<file path="src/rtl/tpm_init_pkg.sv">
package tpm_init_pkg;

  // access register bit positions
  localparam int ACC_VALID_BIT  = 7;
  localparam int ACC_ACTIVE_BIT = 5;
  localparam int ACC_REQ_BIT    = 1;
  localparam int ACC_EST_BIT    = 0;

  // status register family field
  localparam int STS_FAM_LO  = 26;
  localparam int STS_FAM_W   = 2;
  localparam int STS_FAM_VAL = 1;

  // register offsets from the locality base
  localparam int OFS_ACCESS = 'h000;
  localparam int OFS_STATUS = 'h018;
  localparam int OFS_IDENT  = 'hF00;
  localparam int OFS_REV    = 'hF04;

  typedef enum logic [3:0] {
    ST_IDLE,
    ST_IDENT,
    ST_ACC_FIRST,
    ST_RELEASE,
    ST_ACC_AFTER,
    ST_REQUEST,
    ST_ACC_CLAIM,
    ST_STATUS,
    ST_REV
  } seq_state_e;

  typedef enum logic [2:0] {
    FC_NONE   = 3'd0,
    FC_XPORT  = 3'd1,
    FC_RESET  = 3'd2,
    FC_CLAIM  = 3'd3,
    FC_FAMILY = 3'd4
  } fail_code_e;

  typedef enum logic [1:0] {
    XP_IDLE,
    XP_REQ,
    XP_WAIT
  } xp_state_e;

endpackage

</file>
<file path="src/rtl/tpm_xact_port.sv">
module tpm_xact_port
  import tpm_init_pkg::*;
#(
  parameter int ADDR_W = 24,
  parameter int DATA_W = 32,
  parameter int LEN_W  = 3
) (
  input  logic              clk,
  input  logic              rst,
  input  logic              kick,
  input  logic              k_write,
  input  logic [ADDR_W-1:0] k_addr,
  input  logic [LEN_W-1:0]  k_len,
  input  logic [DATA_W-1:0] k_wdata,
  output logic              req_valid,
  output logic              req_write,
  output logic [ADDR_W-1:0] req_addr,
  output logic [LEN_W-1:0]  req_len,
  output logic [DATA_W-1:0] req_wdata,
  input  logic              req_ready,
  input  logic              rsp_valid,
  input  logic              rsp_ok,
  input  logic [DATA_W-1:0] rsp_rdata,
  output logic              fin,
  output logic              fin_ok,
  output logic [DATA_W-1:0] fin_data
);

  xp_state_e st;

  always_ff @(posedge clk) begin
    if (rst) begin
      st        <= XP_IDLE;
      req_valid <= 1'b0;
      req_write <= 1'b0;
      req_addr  <= '0;
      req_len   <= '0;
      req_wdata <= '0;
      fin       <= 1'b0;
      fin_ok    <= 1'b0;
      fin_data  <= '0;
    end else begin
      fin <= 1'b0;
      case (st)
        XP_IDLE: begin
          if (kick) begin
            req_valid <= 1'b1;
            req_write <= k_write;
            req_addr  <= k_addr;
            req_len   <= k_len;
            req_wdata <= k_wdata;
            st        <= XP_REQ;
          end
        end
        XP_REQ: begin
          if (req_ready) begin
            req_valid <= 1'b0;
            st        <= XP_WAIT;
          end
        end
        XP_WAIT: begin
          if (rsp_valid) begin
            fin      <= 1'b1;
            fin_ok   <= rsp_ok;
            fin_data <= rsp_rdata;
            st       <= XP_IDLE;
          end
        end
        default: st <= XP_IDLE;
      endcase
    end
  end

endmodule

</file>
<file path="src/rtl/tpm_access_judge.sv">
module tpm_access_judge
  import tpm_init_pkg::*;
#(
  parameter int ACC_W = 8,
  parameter int STS_W = 32
) (
  input  logic [ACC_W-1:0] acc_val,
  input  logic [STS_W-1:0] sts_val,
  output logic             loc_active,
  output logic             reset_clean,
  output logic             claim_granted,
  output logic             family_ok
);

  localparam logic [ACC_W-1:0] VALID_M  = ACC_W'(1) << ACC_VALID_BIT;
  localparam logic [ACC_W-1:0] ACTIVE_M = ACC_W'(1) << ACC_ACTIVE_BIT;
  localparam logic [ACC_W-1:0] EST_M    = ACC_W'(1) << ACC_EST_BIT;
  localparam logic [STS_FAM_W-1:0] FAM_V = STS_FAM_W'(STS_FAM_VAL);

  logic [ACC_W-1:0] masked;

  always_comb begin
    masked        = acc_val & ~EST_M;
    loc_active    = acc_val[ACC_VALID_BIT] & acc_val[ACC_ACTIVE_BIT];
    reset_clean   = (masked == VALID_M);
    claim_granted = (masked == (VALID_M | ACTIVE_M));
    family_ok     = (sts_val[STS_FAM_LO +: STS_FAM_W] == FAM_V);
  end

endmodule

</file>
<file path="src/rtl/tpm_id_capture.sv">
module tpm_id_capture #(
  parameter int DATA_W = 32,
  parameter int ID_W   = 16,
  parameter int REV_W  = 8
) (
  input  logic              clk,
  input  logic              rst,
  input  logic              clear,
  input  logic              cap_id,
  input  logic [DATA_W-1:0] id_word,
  input  logic              grant,
  input  logic [REV_W-1:0]  rev_byte,
  output logic [ID_W-1:0]   vendor_id,
  output logic [ID_W-1:0]   device_id,
  output logic [REV_W-1:0]  revision,
  output logic              cmd_enable
);

  always_ff @(posedge clk) begin
    if (rst || clear) begin
      vendor_id  <= '0;
      device_id  <= '0;
      revision   <= '0;
      cmd_enable <= 1'b0;
    end else begin
      if (cap_id) begin
        vendor_id <= id_word[ID_W-1:0];
        device_id <= id_word[2*ID_W-1:ID_W];
      end
      if (grant) begin
        revision   <= rev_byte;
        cmd_enable <= (vendor_id != '0);
      end
    end
  end

endmodule

</file>
<file path="src/rtl/tpm_loc_init.sv">
module tpm_loc_init
  import tpm_init_pkg::*;
#(
  parameter int ADDR_W   = 24,
  parameter int DATA_W   = 32,
  parameter int LEN_W    = 3,
  parameter int ID_W     = 16,
  parameter int REV_W    = 8,
  parameter int LOC_BASE = 'hD40000
) (
  input  logic              clk,
  input  logic              rst,
  input  logic              start,
  output logic              req_valid,
  output logic              req_write,
  output logic [ADDR_W-1:0] req_addr,
  output logic [LEN_W-1:0]  req_len,
  output logic [DATA_W-1:0] req_wdata,
  input  logic              req_ready,
  input  logic              rsp_valid,
  input  logic              rsp_ok,
  input  logic [DATA_W-1:0] rsp_rdata,
  output logic              done,
  output logic              fail,
  output logic [2:0]        fail_code,
  output logic [ID_W-1:0]   vendor_id,
  output logic [ID_W-1:0]   device_id,
  output logic [REV_W-1:0]  revision,
  output logic              cmd_enable
);

  localparam logic [ADDR_W-1:0] A_ACC = ADDR_W'(LOC_BASE + OFS_ACCESS);
  localparam logic [ADDR_W-1:0] A_STS = ADDR_W'(LOC_BASE + OFS_STATUS);
  localparam logic [ADDR_W-1:0] A_ID  = ADDR_W'(LOC_BASE + OFS_IDENT);
  localparam logic [ADDR_W-1:0] A_REV = ADDR_W'(LOC_BASE + OFS_REV);
  localparam int WORD_BYTES = DATA_W / 8;
  localparam int ACC_W = 8;
  localparam logic [DATA_W-1:0] W_RELEASE = DATA_W'(1) << ACC_ACTIVE_BIT;
  localparam logic [DATA_W-1:0] W_REQUEST = DATA_W'(1) << ACC_REQ_BIT;

  seq_state_e        state;
  logic              kick;
  logic              op_write;
  logic [ADDR_W-1:0] op_addr;
  logic [LEN_W-1:0]  op_len;
  logic [DATA_W-1:0] op_wdata;
  logic              xfin, xok;
  logic [DATA_W-1:0] xdata;
  logic              loc_active, reset_clean, claim_granted, family_ok;
  logic              cap_id, grant, clear;

  // transaction parameters are a function of the current step
  always_comb begin
    op_write = 1'b0;
    op_addr  = A_ACC;
    op_len   = LEN_W'(1);
    op_wdata = '0;
    case (state)
      ST_IDENT: begin
        op_addr = A_ID;
        op_len  = LEN_W'(WORD_BYTES);
      end
      ST_RELEASE: begin
        op_write = 1'b1;
        op_wdata = W_RELEASE;
      end
      ST_REQUEST: begin
        op_write = 1'b1;
        op_wdata = W_REQUEST;
      end
      ST_STATUS: begin
        op_addr = A_STS;
        op_len  = LEN_W'(WORD_BYTES);
      end
      ST_REV: op_addr = A_REV;
      default: ;
    endcase
  end

  tpm_xact_port #(.ADDR_W(ADDR_W), .DATA_W(DATA_W), .LEN_W(LEN_W)) u_port (
    .clk       (clk),
    .rst       (rst),
    .kick      (kick),
    .k_write   (op_write),
    .k_addr    (op_addr),
    .k_len     (op_len),
    .k_wdata   (op_wdata),
    .req_valid (req_valid),
    .req_write (req_write),
    .req_addr  (req_addr),
    .req_len   (req_len),
    .req_wdata (req_wdata),
    .req_ready (req_ready),
    .rsp_valid (rsp_valid),
    .rsp_ok    (rsp_ok),
    .rsp_rdata (rsp_rdata),
    .fin       (xfin),
    .fin_ok    (xok),
    .fin_data  (xdata)
  );

  tpm_access_judge #(.ACC_W(ACC_W), .STS_W(DATA_W)) u_judge (
    .acc_val       (xdata[ACC_W-1:0]),
    .sts_val       (xdata),
    .loc_active    (loc_active),
    .reset_clean   (reset_clean),
    .claim_granted (claim_granted),
    .family_ok     (family_ok)
  );

  assign cap_id = xfin && xok && (state == ST_IDENT);
  assign grant  = xfin && xok && (state == ST_REV);
  assign clear  = start && (state == ST_IDLE);

  tpm_id_capture #(.DATA_W(DATA_W), .ID_W(ID_W), .REV_W(REV_W)) u_ids (
    .clk        (clk),
    .rst        (rst),
    .clear      (clear),
    .cap_id     (cap_id),
    .id_word    (xdata),
    .grant      (grant),
    .rev_byte   (xdata[REV_W-1:0]),
    .vendor_id  (vendor_id),
    .device_id  (device_id),
    .revision   (revision),
    .cmd_enable (cmd_enable)
  );

  always_ff @(posedge clk) begin
    if (rst) begin
      state     <= ST_IDLE;
      kick      <= 1'b0;
      done      <= 1'b0;
      fail      <= 1'b0;
      fail_code <= FC_NONE;
    end else begin
      kick <= 1'b0;
      done <= 1'b0;
      if (state == ST_IDLE) begin
        if (start) begin
          state     <= ST_IDENT;
          kick      <= 1'b1;
          fail      <= 1'b0;
          fail_code <= FC_NONE;
        end
      end else if (xfin) begin
        if (!xok) begin
          state     <= ST_IDLE;
          done      <= 1'b1;
          fail      <= 1'b1;
          fail_code <= FC_XPORT;
        end else begin
          case (state)
            ST_IDENT: begin
              state <= ST_ACC_FIRST;
              kick  <= 1'b1;
            end
            ST_ACC_FIRST: begin
              if (loc_active) begin
                state <= ST_RELEASE;
                kick  <= 1'b1;
              end else if (reset_clean) begin
                state <= ST_REQUEST;
                kick  <= 1'b1;
              end else begin
                state     <= ST_IDLE;
                done      <= 1'b1;
                fail      <= 1'b1;
                fail_code <= FC_RESET;
              end
            end
            ST_RELEASE: begin
              state <= ST_ACC_AFTER;
              kick  <= 1'b1;
            end
            ST_ACC_AFTER: begin
              if (reset_clean) begin
                state <= ST_REQUEST;
                kick  <= 1'b1;
              end else begin
                state     <= ST_IDLE;
                done      <= 1'b1;
                fail      <= 1'b1;
                fail_code <= FC_RESET;
              end
            end
            ST_REQUEST: begin
              state <= ST_ACC_CLAIM;
              kick  <= 1'b1;
            end
            ST_ACC_CLAIM: begin
              if (claim_granted) begin
                state <= ST_STATUS;
                kick  <= 1'b1;
              end else begin
                state     <= ST_IDLE;
                done      <= 1'b1;
                fail      <= 1'b1;
                fail_code <= FC_CLAIM;
              end
            end
            ST_STATUS: begin
              if (family_ok) begin
                state <= ST_REV;
                kick  <= 1'b1;
              end else begin
                state     <= ST_IDLE;
                done      <= 1'b1;
                fail      <= 1'b1;
                fail_code <= FC_FAMILY;
              end
            end
            ST_REV: begin
              state <= ST_IDLE;
              done  <= 1'b1;
            end
            default: state <= ST_IDLE;
          endcase
        end
      end
    end
  end

endmodule

</file>
<file path="config.mk">
export PLATFORM = sky130hd
export DESIGN_NAME = tpm_loc_init
export DESIGN_NICKNAME = d
export VERILOG_FILES = /design/src/rtl/tpm_init_pkg.sv /design/src/rtl/tpm_xact_port.sv /design/src/rtl/tpm_access_judge.sv /design/src/rtl/tpm_id_capture.sv /design/src/rtl/tpm_loc_init.sv
export SDC_FILE = /design/constraint.sdc
export NUM_CORES = 1
export LEC_CHECK = 0
export CORE_ASPECT_RATIO = 0.8
export CORE_MARGIN = 1
export CORE_UTILIZATION = 41
export CTS_CLUSTER_SIZE = 8
export DETAILED_ROUTE_END_ITERATION = 12
export PLACE_DENSITY = 0.84
export RECOVER_POWER = 100
export REMOVE_ABC_BUFFERS = 1
export SLEW_MARGIN = 20
export SYNTH_ARGS = -nofsm -noshare
export SYNTH_HDL_FRONTEND = slang
export SYNTH_SLANG_ARGS = --single-unit
</file>
<file path="constraint.sdc">
create_clock -name clk -period 1.75 [get_ports clk]
set_input_delay 0.4375 -clock clk [delete_from_list [all_inputs] [get_ports clk]]
set_output_delay 0.4375 -clock clk [all_outputs]
set_load 0.005 [all_outputs]
</file>
After elaboration in Yosys (flattened, before gate mapping):

Index checks and enable logic that the tools add are counted.

* register bits: 148
* bits of input ports: 38
* logic and storage cells: 117
* output and inout bits: 107

* equality and inequality tests: 21
* muxes and demuxes: 54
* reduce and logical (&&, ||, !) cells: 21
* bitwise gates (word level): 3

Operators with widths (number)
* $mux 3: 12
* $pmux 12 s3: 1
* $pmux 4 s7: 1
* $mux 1: 25
* $mux 4: 5
* $eq 4x3->1 const B: 4
* $reduce_bool 16->1: 1
* $eq 7x7->1 const B: 2
* $ne 4x4->1 const B: 3
* $pmux 3 s4: 1
* $pmux 6 s2: 1
* $pmux 1 s5: 2
* $eq 4x2->1 const B: 2
* $ne 2x2->1 const B: 4
* $mux 2: 3
* $ne 6x6->1 const B: 1
* $pmux 2 s3: 1
* $reduce_and 2->1: 3
* $reduce_and 3->1: 2
* $reduce_and 6->1: 1
* $reduce_or 2->1: 3
* $reduce_or 3->1: 2
* $eq 2x1->1 const B: 2
* $eq 4x1->1 const B: 1
* other kinds (11): 16

Depth between registers and ports, before layout:

* depth in word-level cells: 7
* mapped depth: 7
* depth with buffers taken out: 5

Modules after synthesis:

From an unflattened synthesis, not the netlist that was laid out.

* cell total of the unflattened synthesis: 668
* area total of the unflattened synthesis: 6667.6 µm²

By module, submodules not included
* tpm_xact_port: sequential area each 1941.9 µm², times used 1, area an instance 4305.4 µm², cells each 421
* tpm_id_capture: sequential area each 820.8 µm², times used 1, area an instance 1510.2 µm², cells each 140
* tpm_loc_init: sequential area each 200.2 µm², times used 1, area an instance 808.3 µm², cells each 102
* tpm_access_judge: sequential area each 0.0 µm², times used 1, area an instance 43.8 µm², cells each 5

Worst setup path after synthesis:

OpenSTA, ideal clock, no wires.

* kind: reg2reg
* start: reg u_port.fin_data[5]
* end: reg fail
* arrival time: 1.591 ns
* data required time: 1.635 ns
* buffers on the path: 1
* period minus slack after synthesis: 1.707 ns
* path slack: 0.043 ns
* cell stages (with the launch flop): 7
* library setup time: 0.115 ns
* path through: dfxtp_1 > buf_6 > and2_4 > or4b_1 > a22o_1 > a21o_2 > o21ba_2

* cells in the longest elaborated chain, start to end: 7
* elaborated cells between the ends (all ways): 12
* classes of those cells: 4 x eq/ne; 6 x mux; 1 x bitwise; 1 x reduce/logical

Ends and longest elaborated chain
* start, declared: line tpm_xact_port.sv:26 `output logic [DATA_W-1:0] fin_data`
* start signal, assigned: line tpm_xact_port.sv:65 `fin_data <= rsp_rdata;`
* $eq 7x7->1: line tpm_access_judge.sv:25 `reset_clean = (masked == VALID_M);`
* $mux 1 (2 in a row)
* $pmux 1 s4
* $mux 1 (3 in a row)
* end signal, assigned: line tpm_loc_init.sv:134 `fail <= 1'b0;`
* end signal, assigned: line tpm_loc_init.sv:143 `fail <= 1'b0;`
* end signal, assigned: line tpm_loc_init.sv:150 `fail <= 1'b1;`
* end, declared: line tpm_loc_init.sv:24 `output logic fail,`

Parallel ways exist; a longest one is shown, timed or not. The select of a mux whose other input is x is not followed.
A chain may end at the register's enable or synchronous reset.

Worst setup path after layout:

* start: reg state[3]
* end: reg fail

* cells in the longest elaborated chain, start to end: 5
* elaborated cells between the ends (all ways): 16
* classes of those cells: 9 x eq/ne; 4 x mux; 3 x reduce/logical

Ends and longest elaborated chain
* start, declared: line tpm_loc_init.sv:41 `seq_state_e state;`
* start signal, assigned: line tpm_loc_init.sv:131 `state <= ST_IDLE;`
* start signal, assigned: line tpm_loc_init.sv:141 `state <= ST_IDENT;`
* start signal, assigned: line tpm_loc_init.sv:148 `state <= ST_IDLE;`
* $eq 4x3->1 or $eq 4x2->1 (tied branches): line tpm_loc_init.sv:153 `case (state)`
* $pmux 1 s4: line tpm_loc_init.sv:153
* $mux 1: line tpm_loc_init.sv:147 `if (!xok) begin`
* $mux 1: line tpm_loc_init.sv:146 `end else if (xfin) begin`
* $mux 1: line tpm_loc_init.sv:139 `if (state == ST_IDLE) begin`

Parallel ways exist; a longest one is shown, timed or not. The select of a mux whose other input is x is not followed.

==> flow_summary.yaml <==
yosys:
  netlist.area_leader.share: 0.464
  ys_types: 46
  netlist_top_cells_area: "dfxtp_1 46%, nand2_1 13%, a21oi_1 9.6%"
  yosysTopAreaCell: "dfxtp_1"
  ys_warn_count: 0
  synth_seq_cells: 97
  netlist_area_um2: 4190
  syn_area_per_cell_um2: 7.94
  seq_area_frac_synth: 0.464
  synthCells: 527
sta:
  rsz0062_at_grt: "false"
  hold_viol: 0
  max_freq_mhz: 591
  whs_ns: 0.449
  setup_viol_count_final: 0
  fin_crit_ns: 1.69
  drv_slew: 0
  post-route-period-util: 0.967
  setup_ws_ns: 0.0585
  fin_worst_skew_ns: 0.00619
clocking:
  numCtsBuffers: 9
  clock_latency_ns: 0.34
  h-tree-depth: 3
  cts_tree: "built"
  clockBufferDepth: 2
  cts-root-buf: "clkbuf_16"
  clk_pin_slew_ns: 0.07
  clkSinkCount: 97
grt:
  grt_pass1_wl_um: 16400
  antenna_found_initial: 0
  gr-total-overflow: 0
  grt_usage: 0.199
  grt_max_degree: 39
  grt_pass1_vias: 3315
worst_hold_path:
  min_path_cells: 2
  worstHoldStart: "rst"
  hp-class: "in2reg"
critical_path:
  cp_top_family: "compound AO/OA/AOI/OAI gates"
  path_buf_inv: 0
  crit_type: "reg2reg"
  startpoint_type: "flip-flop"
  critPathMaxStageDelay_ns: 0.46
  crit_arrival_ns: 1.93
  rr_startpoint: "state[3]"
  worstSetupPathDepth: 5
  crit_path_top_delay_cell: "or4b_1"
  cp_cell_sequence: "nand2b_4 -> or4b_1 -> a22o_1 -> a21o_2 -> o21ba_2"
  rr_worst_depth: 5
  end_kind: "flip-flop"
  crit_required_ns: 1.99
  crit_fanout: 4
  worstSetupStartpoint: "state[3]"
floorplan:
  core_um2: 9770
  rows: 32
  io_pins: 145
  die_w_um: 115
  die-area_um2: 10600
  die_y_um: 92.4
  start_util: 0.429
power_and_ir_drop:
  peakVddDrop_mv: 0.628
  p_per_area_nw_per_um2: 793
  p_leak_nw: 1.99
final_layout:
  area_growth_pct: 32.2
  drive_gt1_frac: 0.0983
  nFillCells: 926
  antenna_cells: 0
  post-route-util: 0.566
  fin_nets: 664
drt:
  drt_first_pass_iters: 5
  vias_per_cell: 4.89
  ant_nets: 0
  vias: 3750
  finalWirelength_um: 10400
  drc: 0
  drt_iter0_markers: 270
  wl_per_cell_um: 13.5
flow_run:
  maxCapViolations: 0
placed_design:
  pre_cts_slack_ns: 0.0350
  port-buffer-count: 100
  place.gp.congestion: 0.834
  place_hpwl_um: 7210
outcome:
  status: "completed"
-- kinds of logic (layout without fill, tap and decap cells) --
logic type                Yosys count  in the layout  synth area share
muxes                               9              9            0.0215
xor gates and xnor gates            3              3           0.00628
other                               1             44          0.000896
DFF                                97             97             0.464
AOI/OAI and AO/OA                 102            102             0.136
and+or+nand+nor                   226            226             0.233
buffers and inverters              89            150             0.138
-- flip-flops by register name (all words and copies together) (netlist names), 2 cells and up --
| register | cells |
|---|---|
| u_port.st | 2 |
| u_ids.revision | 8 |
| state | 4 |
| u_port.req_addr | 4 |
| u_ids.vendor_id | 16 |
| u_port.req_len | 2 |
| u_ids.device_id | 16 |
| u_port.req_wdata | 2 |
| u_port.fin_data | 32 |
| fail_code | 3 |
-- per-stage QoR --
step	total power [mW]	cell area [µm²]	setup TNS, ns	std cells
after floorplan	2.42	3780	-22.34	485
after global placement	2.63	5240	0	750
after detailed placement	2.63	5240	0	750
after CTS	4.44	5520	0	766
after global routing	4.56	5530	0	767
final	4.39	5530	0	767
-- path summary, 6_finish.rpt --
kind,to,slack (ns)
min reg2reg,u_ids.device_id[5],0.45
max,fail,0.06
min,u_port.fin,0.45
max reg2reg,fail,0.06
-- synth_stat cells, drive strengths merged --
| master | instances |
|---|---|
| a221oi | 1 |
| conb | 1 |
| or4 | 1 |
| a31oi | 2 |
| nor4 | 7 |
| mux2i | 9 |
| and2 | 1 |
| or2b | 1 |
| o22ai | 1 |
| nand2 | 147 |
| nand3b | 3 |
| inv | 4 |
| nor2b | 4 |
| and3b | 1 |
| o311ai | 1 |
| o21bai | 1 |
| buf | 59 |
| nor3b | 2 |
| nand2b | 10 |
| clkbuf | 26 |
| o21ba | 1 |
| o31ai | 1 |
| a21oi | 80 |
| o32ai | 2 |
| a2111oi | 1 |
| o22a | 1 |
| nand4 | 4 |
| nand3 | 5 |
| a22o | 1 |
| a21boi | 1 |
| dfxtp | 97 |
| o211ai | 1 |
| a21o | 1 |
| or4b | 1 |
| xor2 | 2 |
| nor3 | 8 |
| xnor2 | 1 |
| o21ai | 5 |
| o21a | 1 |
| nor2 | 31 |
-- power by group --
part           total, mW  leakage, nW  internal, mW  switching (mW)
clock               1.80        0.119         0.957           0.844
combinational      0.332         1.09         0.166           0.166
sequential          2.26        0.785          2.23          0.0224
-- area by class of cell --
type	instances	area, µm²	area share
flip-flops and latches	97	1950	0.352
multi-input cells	384	1860	0.335
repair buffers	130	1270	0.230
clock buffers	9	225	0.0407
well taps	136	170	0.0308
clock inverters	7	47.5	0.00859
inverters	4	15.0	0.00271
-- placed cells by master, fill, tap and decap left out, types with 2 or more instances in the layout --
cell / netlist / final
dfxtp_1: 97 / 92
dlygate4sd3_1: 0 / 2
nor3_1: 8 / 7
clkdlybuf4s50_1: 0 / 97
buf_12: 0 / 4
nor2b_1: 4 / 4
a21oi_1: 80 / 80
a31oi_1: 2 / 2
nand4_1: 4 / 4
nor3b_1: 2 / 2
nand2_1: 147 / 147
nand2b_1: 10 / 7
clkinvlp_4: 0 / 5
inv_1: 4 / 4
o21ai_0: 5 / 4
dfxtp_2: 0 / 5
nor4_1: 6 / 5
nand3b_1: 3 / 3
nor2_1: 31 / 30
xor2_1: 2 / 2
buf_4: 52 / 23
nand3_1: 5 / 5
mux2i_1: 9 / 9
conb_1: 1 / 44
clkinv_2: 0 / 2
nand2b_2: 0 / 2
o32ai_1: 1 / 2
clkbuf_16: 0 / 9
-- per-layer routing --
layer,vias up,GRT usage,share of wire
met1,1762,0.258,0.45
met3,7,0.0550,0.065
met4,0,0.0519,0.0057
li1,1841,-,-
met2,140,0.324,0.48
met5,-,0,0
-- what timing repair did --
item | CTS | global route
hold endpoints to repair | 0 | 0
setup buffers | 0 | 1
hold buffers | 0 | 0
endpoints found under the setup margin | 0 | 42
resized for setup | 0 | 12
(Power assumes the default switching activity.)
